$ cat src/rtl/sym_det_pkg.sv
package sym_det_pkg;

  typedef logic [1:0] sym_t;

  localparam sym_t SYM_A = 2'b00;
  localparam sym_t SYM_B = 2'b01;
  localparam sym_t SYM_C = 2'b10;
  localparam sym_t SYM_D = 2'b11;

  typedef enum logic [1:0] {ST_IDLE, ST_B, ST_BA, ST_BD} trip_st_e;

  typedef struct packed {
    trip_st_e nxt;
    logic     match;
  } step_t;

  // One symbol step of the shared-prefix matcher.
  function automatic step_t trip_step(trip_st_e cur, sym_t s);
    step_t r;
    r.match = 1'b0;
    r.nxt   = (s == SYM_B) ? ST_B : ST_IDLE;
    case (cur)
      ST_B: begin
        if (s == SYM_A)      r.nxt = ST_BA;
        else if (s == SYM_D) r.nxt = ST_BD;
      end
      ST_BA: begin
        if (s == SYM_A || s == SYM_D) begin
          r.match = 1'b1;
          r.nxt   = ST_IDLE;
        end
      end
      ST_BD: begin
        if (s == SYM_A) begin
          r.match = 1'b1;
          r.nxt   = ST_IDLE;
        end
      end
      default: ;
    endcase
    return r;
  endfunction

endpackage

$ cat src/rtl/sym_frame_shifter.sv
module sym_frame_shifter #(
  parameter int FRAME_W = 18
) (
  input  logic               clk,
  input  logic               rst,
  input  logic               start,
  input  logic [FRAME_W-1:0] frame_in,
  output logic               ser_bit,
  output logic               bit_odd,
  output logic               busy,
  output logic               done
);
  localparam int IDX_W = $clog2(FRAME_W + 1);
  localparam logic [IDX_W-1:0] LAST_IDX = IDX_W'(FRAME_W - 1);

  logic [FRAME_W-1:0] sreg_q;
  logic [IDX_W-1:0]   idx_q;

  always_ff @(posedge clk) begin
    if (rst) begin
      sreg_q <= '0;
      idx_q  <= '0;
      busy   <= 1'b0;
      done   <= 1'b0;
    end else if (start) begin
      sreg_q <= frame_in;
      idx_q  <= '0;
      busy   <= 1'b1;
      done   <= 1'b0;
    end else if (busy) begin
      sreg_q <= {sreg_q[FRAME_W-2:0], 1'b0};
      idx_q  <= idx_q + IDX_W'(1);
      if (idx_q == LAST_IDX) begin
        busy <= 1'b0;
        done <= 1'b1;
      end
    end
  end

  assign ser_bit = sreg_q[FRAME_W-1];
  assign bit_odd = idx_q[0];

endmodule

$ cat src/rtl/sym_pair_assembler.sv
module sym_pair_assembler
  import sym_det_pkg::*;
(
  input  logic clk,
  input  logic rst,
  input  logic start,
  input  logic busy,
  input  logic bit_odd,
  input  logic ser_bit,
  output sym_t sym,
  output logic sym_vld
);
  logic hi_q;

  always_ff @(posedge clk) begin
    if (rst || start)             hi_q <= 1'b0;
    else if (busy && !bit_odd)    hi_q <= ser_bit;
  end

  assign sym_vld = busy && bit_odd;
  assign sym     = {hi_q, ser_bit};

endmodule

$ cat src/rtl/sym_triplet_fsm.sv
module sym_triplet_fsm
  import sym_det_pkg::*;
(
  input  logic clk,
  input  logic rst,
  input  logic start,
  input  logic sym_vld,
  input  sym_t sym,
  output logic match_now,
  output logic hit
);
  trip_st_e st_q;
  step_t    step;

  assign step      = trip_step(st_q, sym);
  assign match_now = sym_vld && step.match;

  always_ff @(posedge clk) begin
    if (rst || start) begin
      st_q <= ST_IDLE;
      hit  <= 1'b0;
    end else begin
      hit <= match_now;
      if (sym_vld) st_q <= step.nxt;
    end
  end

endmodule

$ cat src/rtl/sym_hit_counter.sv
module sym_hit_counter #(
  parameter int CNT_W = 4
) (
  input  logic             clk,
  input  logic             rst,
  input  logic             start,
  input  logic             inc,
  output logic [CNT_W-1:0] cnt
);
  localparam logic [CNT_W-1:0] CNT_MAX = '1;

  always_ff @(posedge clk) begin
    if (rst || start)               cnt <= '0;
    else if (inc && cnt != CNT_MAX) cnt <= cnt + CNT_W'(1);
  end

endmodule

$ cat src/rtl/sym_triplet_counter.sv
module sym_triplet_counter
  import sym_det_pkg::*;
#(
  parameter int FRAME_SYMS = 9,
  parameter int CNT_W      = 4
) (
  input  logic                    clk,
  input  logic                    rst,
  input  logic                    start,
  input  logic [2*FRAME_SYMS-1:0] frame_in,
  output logic                    hit,
  output logic [CNT_W-1:0]        hit_count,
  output logic                    done
);
  localparam int FRAME_W = 2 * FRAME_SYMS;

  logic ser_bit;
  logic bit_odd;
  logic busy;
  sym_t sym;
  logic sym_vld;
  logic match_now;

  sym_frame_shifter #(.FRAME_W(FRAME_W)) u_shift (
    .clk(clk), .rst(rst), .start(start), .frame_in(frame_in),
    .ser_bit(ser_bit), .bit_odd(bit_odd), .busy(busy), .done(done)
  );

  sym_pair_assembler u_pair (
    .clk(clk), .rst(rst), .start(start), .busy(busy),
    .bit_odd(bit_odd), .ser_bit(ser_bit), .sym(sym), .sym_vld(sym_vld)
  );

  sym_triplet_fsm u_fsm (
    .clk(clk), .rst(rst), .start(start), .sym_vld(sym_vld), .sym(sym),
    .match_now(match_now), .hit(hit)
  );

  sym_hit_counter #(.CNT_W(CNT_W)) u_cnt (
    .clk(clk), .rst(rst), .start(start), .inc(match_now), .cnt(hit_count)
  );

endmodule

$ cat config.mk
export PLATFORM = sky130hd
export DESIGN_NAME = sym_triplet_counter
export DESIGN_NICKNAME = d
export VERILOG_FILES = /design/src/rtl/sym_det_pkg.sv /design/src/rtl/sym_frame_shifter.sv /design/src/rtl/sym_pair_assembler.sv /design/src/rtl/sym_triplet_fsm.sv /design/src/rtl/sym_hit_counter.sv /design/src/rtl/sym_triplet_counter.sv
export SDC_FILE = /design/constraint.sdc
export NUM_CORES = 1
export LEC_CHECK = 0
export ABC_AREA = 1
export BUFFER_PORTS_ARGS = -buffer_cell sky130_fd_sc_hd__buf_2
export CAP_MARGIN = 20
export CORE_MARGIN = 5
export CORE_UTILIZATION = 55
export DETAILED_ROUTE_END_ITERATION = 8
export PLACE_DENSITY = 0.75
export SYNTH_ARGS = -nofsm -noshare
export SYNTH_HDL_FRONTEND = slang
export SYNTH_SLANG_ARGS = --single-unit
$ cat constraint.sdc
create_clock -name clk -period 1.8 [get_ports clk]
set_input_delay 0.27 -clock clk [delete_from_list [all_inputs] [get_ports clk]]
set_output_delay 0.27 -clock clk [all_outputs]
set_load 0.01 [all_outputs]
# Word level (Yosys, flattened, before mapping)
# Cells that the tools add are included.
# totals
word_cells	40
register_bits	33
# classes
reduce_logical	11
mux	12
n_addsub	2
eq_ne	7
# ops
operator	count
18-bit two-way mux	2
2-bit == test, second input constant	3
3-bit two-way mux	2
2-bit one-hot mux with 3 select lines	1
5-bit by 1-bit adder with 5-bit output, second input constant	1
5-bit == test, second input constant	1
4-bit by 1-bit adder with 4-bit output, second input constant	1
2-bit by 1-bit == test with 1-bit output, second input constant	2
1-bit logical AND	4
1-bit two-way mux	4
2-bit two-way mux	2
4-bit != test, second input constant	1
2-bit logical NOT	1
1-bit logical OR	2
1-bit one-hot mux with 2 select lines	1
2-bit AND reduction	1
2-bit nonzero test	1
2-bit OR reduction	1
1-bit logical NOT	1

# Logic depth before layout (Yosys ltp)
# depth
word_depth	6
mapped_depth	8

# Modules after synthesis
# Synthesis repeated with hierarchy kept, for this count alone.
# unflattened
cells_unflattened	252
hier_area_um2	1741.7
# modules_own_cells
module	cells_per_inst	seq_area_each_um2	area_each_um2	n_inst
sym_frame_shifter	171	500.5	1194.9	1
sym_triplet_fsm	38	60.1	251.5	1
sym_hit_counter	31	80.1	219.0	1
sym_pair_assembler	12	20.0	76.3	1

# Least setup slack after synthesis
# Ideal clock, no wire load.
# synth_path
path_type	register to register
from	register u_shift.sreg_q[17]
to	register u_cnt.cnt[2]
stages_incl_launch_ff	8
path_buffers	0
arrival_ns	1.157
slack_ns	0.526
setup_ns	0.116
required_time_ns	1.684
path_cell_list	dfxtp_1 > inv_1 > ha_1 > nand3b_1 > nand2_1 > nand3_1 > nand2_1 > a21oi_1
# synth_between
elab_chain_cells	6
word_cells_on_any_way	8
cone_classes	eq/ne (1); mux (3); reduce/logical (4)
# synth_lines
item	line_no	source
from (decl)	sym_frame_shifter.sv:16	logic [FRAME_W-1:0] sreg_q;
from (signal assigned)	sym_frame_shifter.sv:26	sreg_q <= frame_in;
from (signal assigned)	sym_frame_shifter.sv:31	sreg_q <= {sreg_q[FRAME_W-2:0], 1'b0};
2-bit == test / 2-bit logical NOT (equally long branches)	sym_det_pkg.sv:28, sym_det_pkg.sv:34	
1-bit logical OR	sym_det_pkg.sv:28	if (s == SYM_A || s == SYM_D) begin
3-bit two-way mux	sym_det_pkg.sv:28	
1-bit one-hot mux with 2 select lines *	sym_det_pkg.sv:22	case (cur)
1-bit logical AND *	sym_triplet_fsm.sv:16	assign match_now = sym_vld && step.match;
1-bit logical AND *	sym_hit_counter.sv:14	else if (inc && cnt != CNT_MAX) cnt <= cnt + CNT_W'(1);
to (signal assigned)	sym_hit_counter.sv:14	
to (decl)	sym_hit_counter.sv:8	output logic [CNT_W-1:0] cnt
# Mark *: on every way between the ends. The rest lies on a longest branch, timed or not.
# A chain may end at the register's enable or synchronous reset.

# Final worst setup path
# layout_path
from	register u_shift.sreg_q[17]
to	register u_cnt.cnt[3]
# Same word-level chain as after synthesis.

==> results.cfg <==
[yosys]
ys_seq_elements = 33
netlist_top_cells_area = dfxtp_1 40%, nand2_1 14%, inv_1 9.2%
synth_mux_area_frac = 0
synth-compound-area-share = 0.135
seq_area_frac_synth = 0.404
syn_nets = 254
synth-xor-area-share = 0.00535
synth_simple_gate_area_share = 0.274
synthAdderAreaFrac = 0.0535
synthesis.area_um2 = 1640
syn_inst = 226
synth.avg_cell_area_um2 = 7.24
yosysWarnings = 0
yosysTopAreaCell = dfxtp_1
synth_top_family_by_area = simple AND/OR/NAND/NOR gates
synth_cell_type_count = 29
synth_top_area_frac = 0.404

[pwr]
peakVddDrop_uv = 502
comb_power_share = 0.108
power.density_nw_per_um2 = 729
leakage_nw = 0.916
switching_share = 0.253
p_int_mw = 1.00
seq_power_share = 0.578
clockPowerShare = 0.314
finalPower_mw = 1.34
p_sw_mw = 0.339

[drt]
drt-total-wl_mm = 3.06
drc = 0
vias_per_cell = 5.10
drt_first_pass_iters = 4
first_iter_violations = 101
antenna_left = 0
vias = 1470
wire_per_inst_um = 10.6

[floorplan]
initial_core_util = 0.583
pin_count = 27
die_area_um2 = 4170
core_area_um2 = 2810
die_h_um = 64.6
num_rows = 19
die_x_um = 64.6

[final_layout]
drive_above_1_share = 0.179
final_common_cell = nand2_1
syn_to_final_growth_pct = 12.5
final_area_um2 = 1840
diodes = 0
fin_nets = 285
final_cell_mix = 59 x nand2_1, 40 x inv_1, 33 x dfxtp_1

[worst_setup_path]
crit_chain = inv_1, ha_1, nand3b_1, nand2_1, nand3_1, nand2_1, a21oi_1
crit_slowest_cell = dfxtp_1
path_class = flip-flop to flip-flop
end_kind = flip-flop
cpPeakStageDelay_ns = 0.43
critPathBufInv = 1
cpMostUsedCell = nand2_1
worstPathMaxFanout = 5
cp.arrival_ns = 1.69
worstPathRequired_ns = 2.01
start_kind = flip-flop
cp_top_family = simple AND/OR/NAND/NOR gates
rrSetupSlack_ns = 0.32

[timing]
fin_crit_sh = 0.820
max_freq_ghz = 0.678
period_minus_slack_ns = 1.48
worstMarginPinSlew_ns = 0.378
finalHoldViolCount = 0
fin_skew_ns = 0.00265
slew_headroom = 0.747
tns_ns = 0
slew_violations = 0
hold_ws_ns = 0.165
finalSetupViolations = 0
rsz0062_at_grt = false

[clock_tree]
cts_tree = yes
clk_pin_slew_ns = 0.10
clockRootBuffer = clkbuf_4
cts_max_path_buffers = 2
h-tree-depth = 2
cts_num_sinks = 33
clock_latency_ns = 0.33
cts_setup_buffers = 0
hold_buffers = 0
numCtsBuffers = 5
postCtsResizedCells = 0

[global_routing]
grt_pass1_wl_mm = 5.53
grt-ovfl-total = 0
grt_antenna_before_repair = 0
grt_pass1_vias = 1342
grt_usage = 0.167
grt_start_max_net_pins = 17

[run]
maxCapViolCount = 0

[placement]
dp_hpwl_mm = 2.30
gp_congestion = 0.828
port_buffers = 26
placed_cell_area_um2 = 1790

[outcome]
status = completed

[hold_path]
hp-class = input pin to flip-flop
-- synthesized netlist by cell type --
library cell	n
inv_1	40
dfxtp_1	33
buf_6	3
a21oi_1	11
nor3b_2	1
nor2_1	12
nand2_2	4
nand2_1	59
nand3b_1	1
nor2_4	1
o21ai_0	8
clkbuf_1	1
a31oi_1	3
buf_2	1
nand4_1	3
inv_2	3
nand3_1	15
nor3_1	4
a311oi_1	1
a22oi_1	2
a31o_1	1
xor2_1	1
o21a_1	1
o221ai_1	5
buf_4	1
a211oi_1	1
ha_1	7
o211ai_1	2
nand2_4	1
-- registers in the layout, indices dropped and copies added, names as in the netlist --
signal / flops
u_cnt.cnt: 4
u_shift.done: 1
u_fsm.hit: 1
u_fsm.st_q: 2
u_shift.sreg_q: 18
u_shift.idx_q: 5
u_pair.hi_q: 1
u_shift.busy: 1
-- logic make-up after synthesis --
logic type,after synthesis
buffers and inverters,49
AO/OA/AOI/OAI,35
AND/OR/NAND/NOR,101
flip-flops,33
XOR/XNOR,1
adder cells (fa/ha/maj),7
-- worst reg2reg max path, delay by kind of cell, from the launching register on --
family                   cells  cell delay, ns
AND/OR/NAND/NOR              4            0.46
flip-flops                   1            0.43
adder cells (fa/ha/maj)      1            0.31
buffers and inverters        1            0.10
AO/OA/AOI/OAI                1            0.06
-- power groups by stage --
stage / clock network (mW) / registers, mW / logic (mW)
2_1_floorplan: 0 / 0.786 / 0.109
3_5_place_dp: 0 / 0.793 / 0.146
3_3_place_gp: 0 / 0.792 / 0.145
5_1_grt: 0.473 / 0.780 / 0.170
4_1_cts: 0.437 / 0.776 / 0.146
6_report: 0.421 / 0.776 / 0.144
-- stage by stage --
stage                util  instances  setup WS (ns)
detailed placement  0.636        281          0.353
global route        0.656        288          0.160
floorplan               -        226          0.526
finish              0.656        288          0.324
global placement    0.636        281          0.356
CTS                 0.656        288          0.306
-- final cells by class --
cell class,instances,area (um^2)
Timing Repair Buffer,30,160
Multi-Input combinational cell,144,764
Inverter,43,161
Tap cell,31,38.8
Clock buffer,7,55.1
Sequential cell,33,661
Fill cell,275,965
-- per-layer routing --
metal / routed length, um / vias up / track usage
met5: 0 / - / 0
met4: 34 / 0 / 0.0792
met3: 165 / 4 / 0.0466
met2: 1480 / 30 / 0.281
met1: 1380 / 649 / 0.198
li1: - / 787 / -
-- final timing paths --
path	startpoint	depth (start not counted)	to
setup / recovery	u_shift.sreg_q[17]$_SDFFE_PP0P_	7	u_cnt.cnt[3]$_SDFFE_PP0P_
hold / removal	rst	2	u_shift.sreg_q[0]$_SDFFE_PP0P_
setup reg to reg	u_shift.sreg_q[17]$_SDFFE_PP0P_	7	u_cnt.cnt[3]$_SDFFE_PP0P_
hold reg to reg	u_shift.done$_SDFFE_PP0P_	2	u_shift.done$_SDFFE_PP0P_
Power figures use the tool's default switching activity.
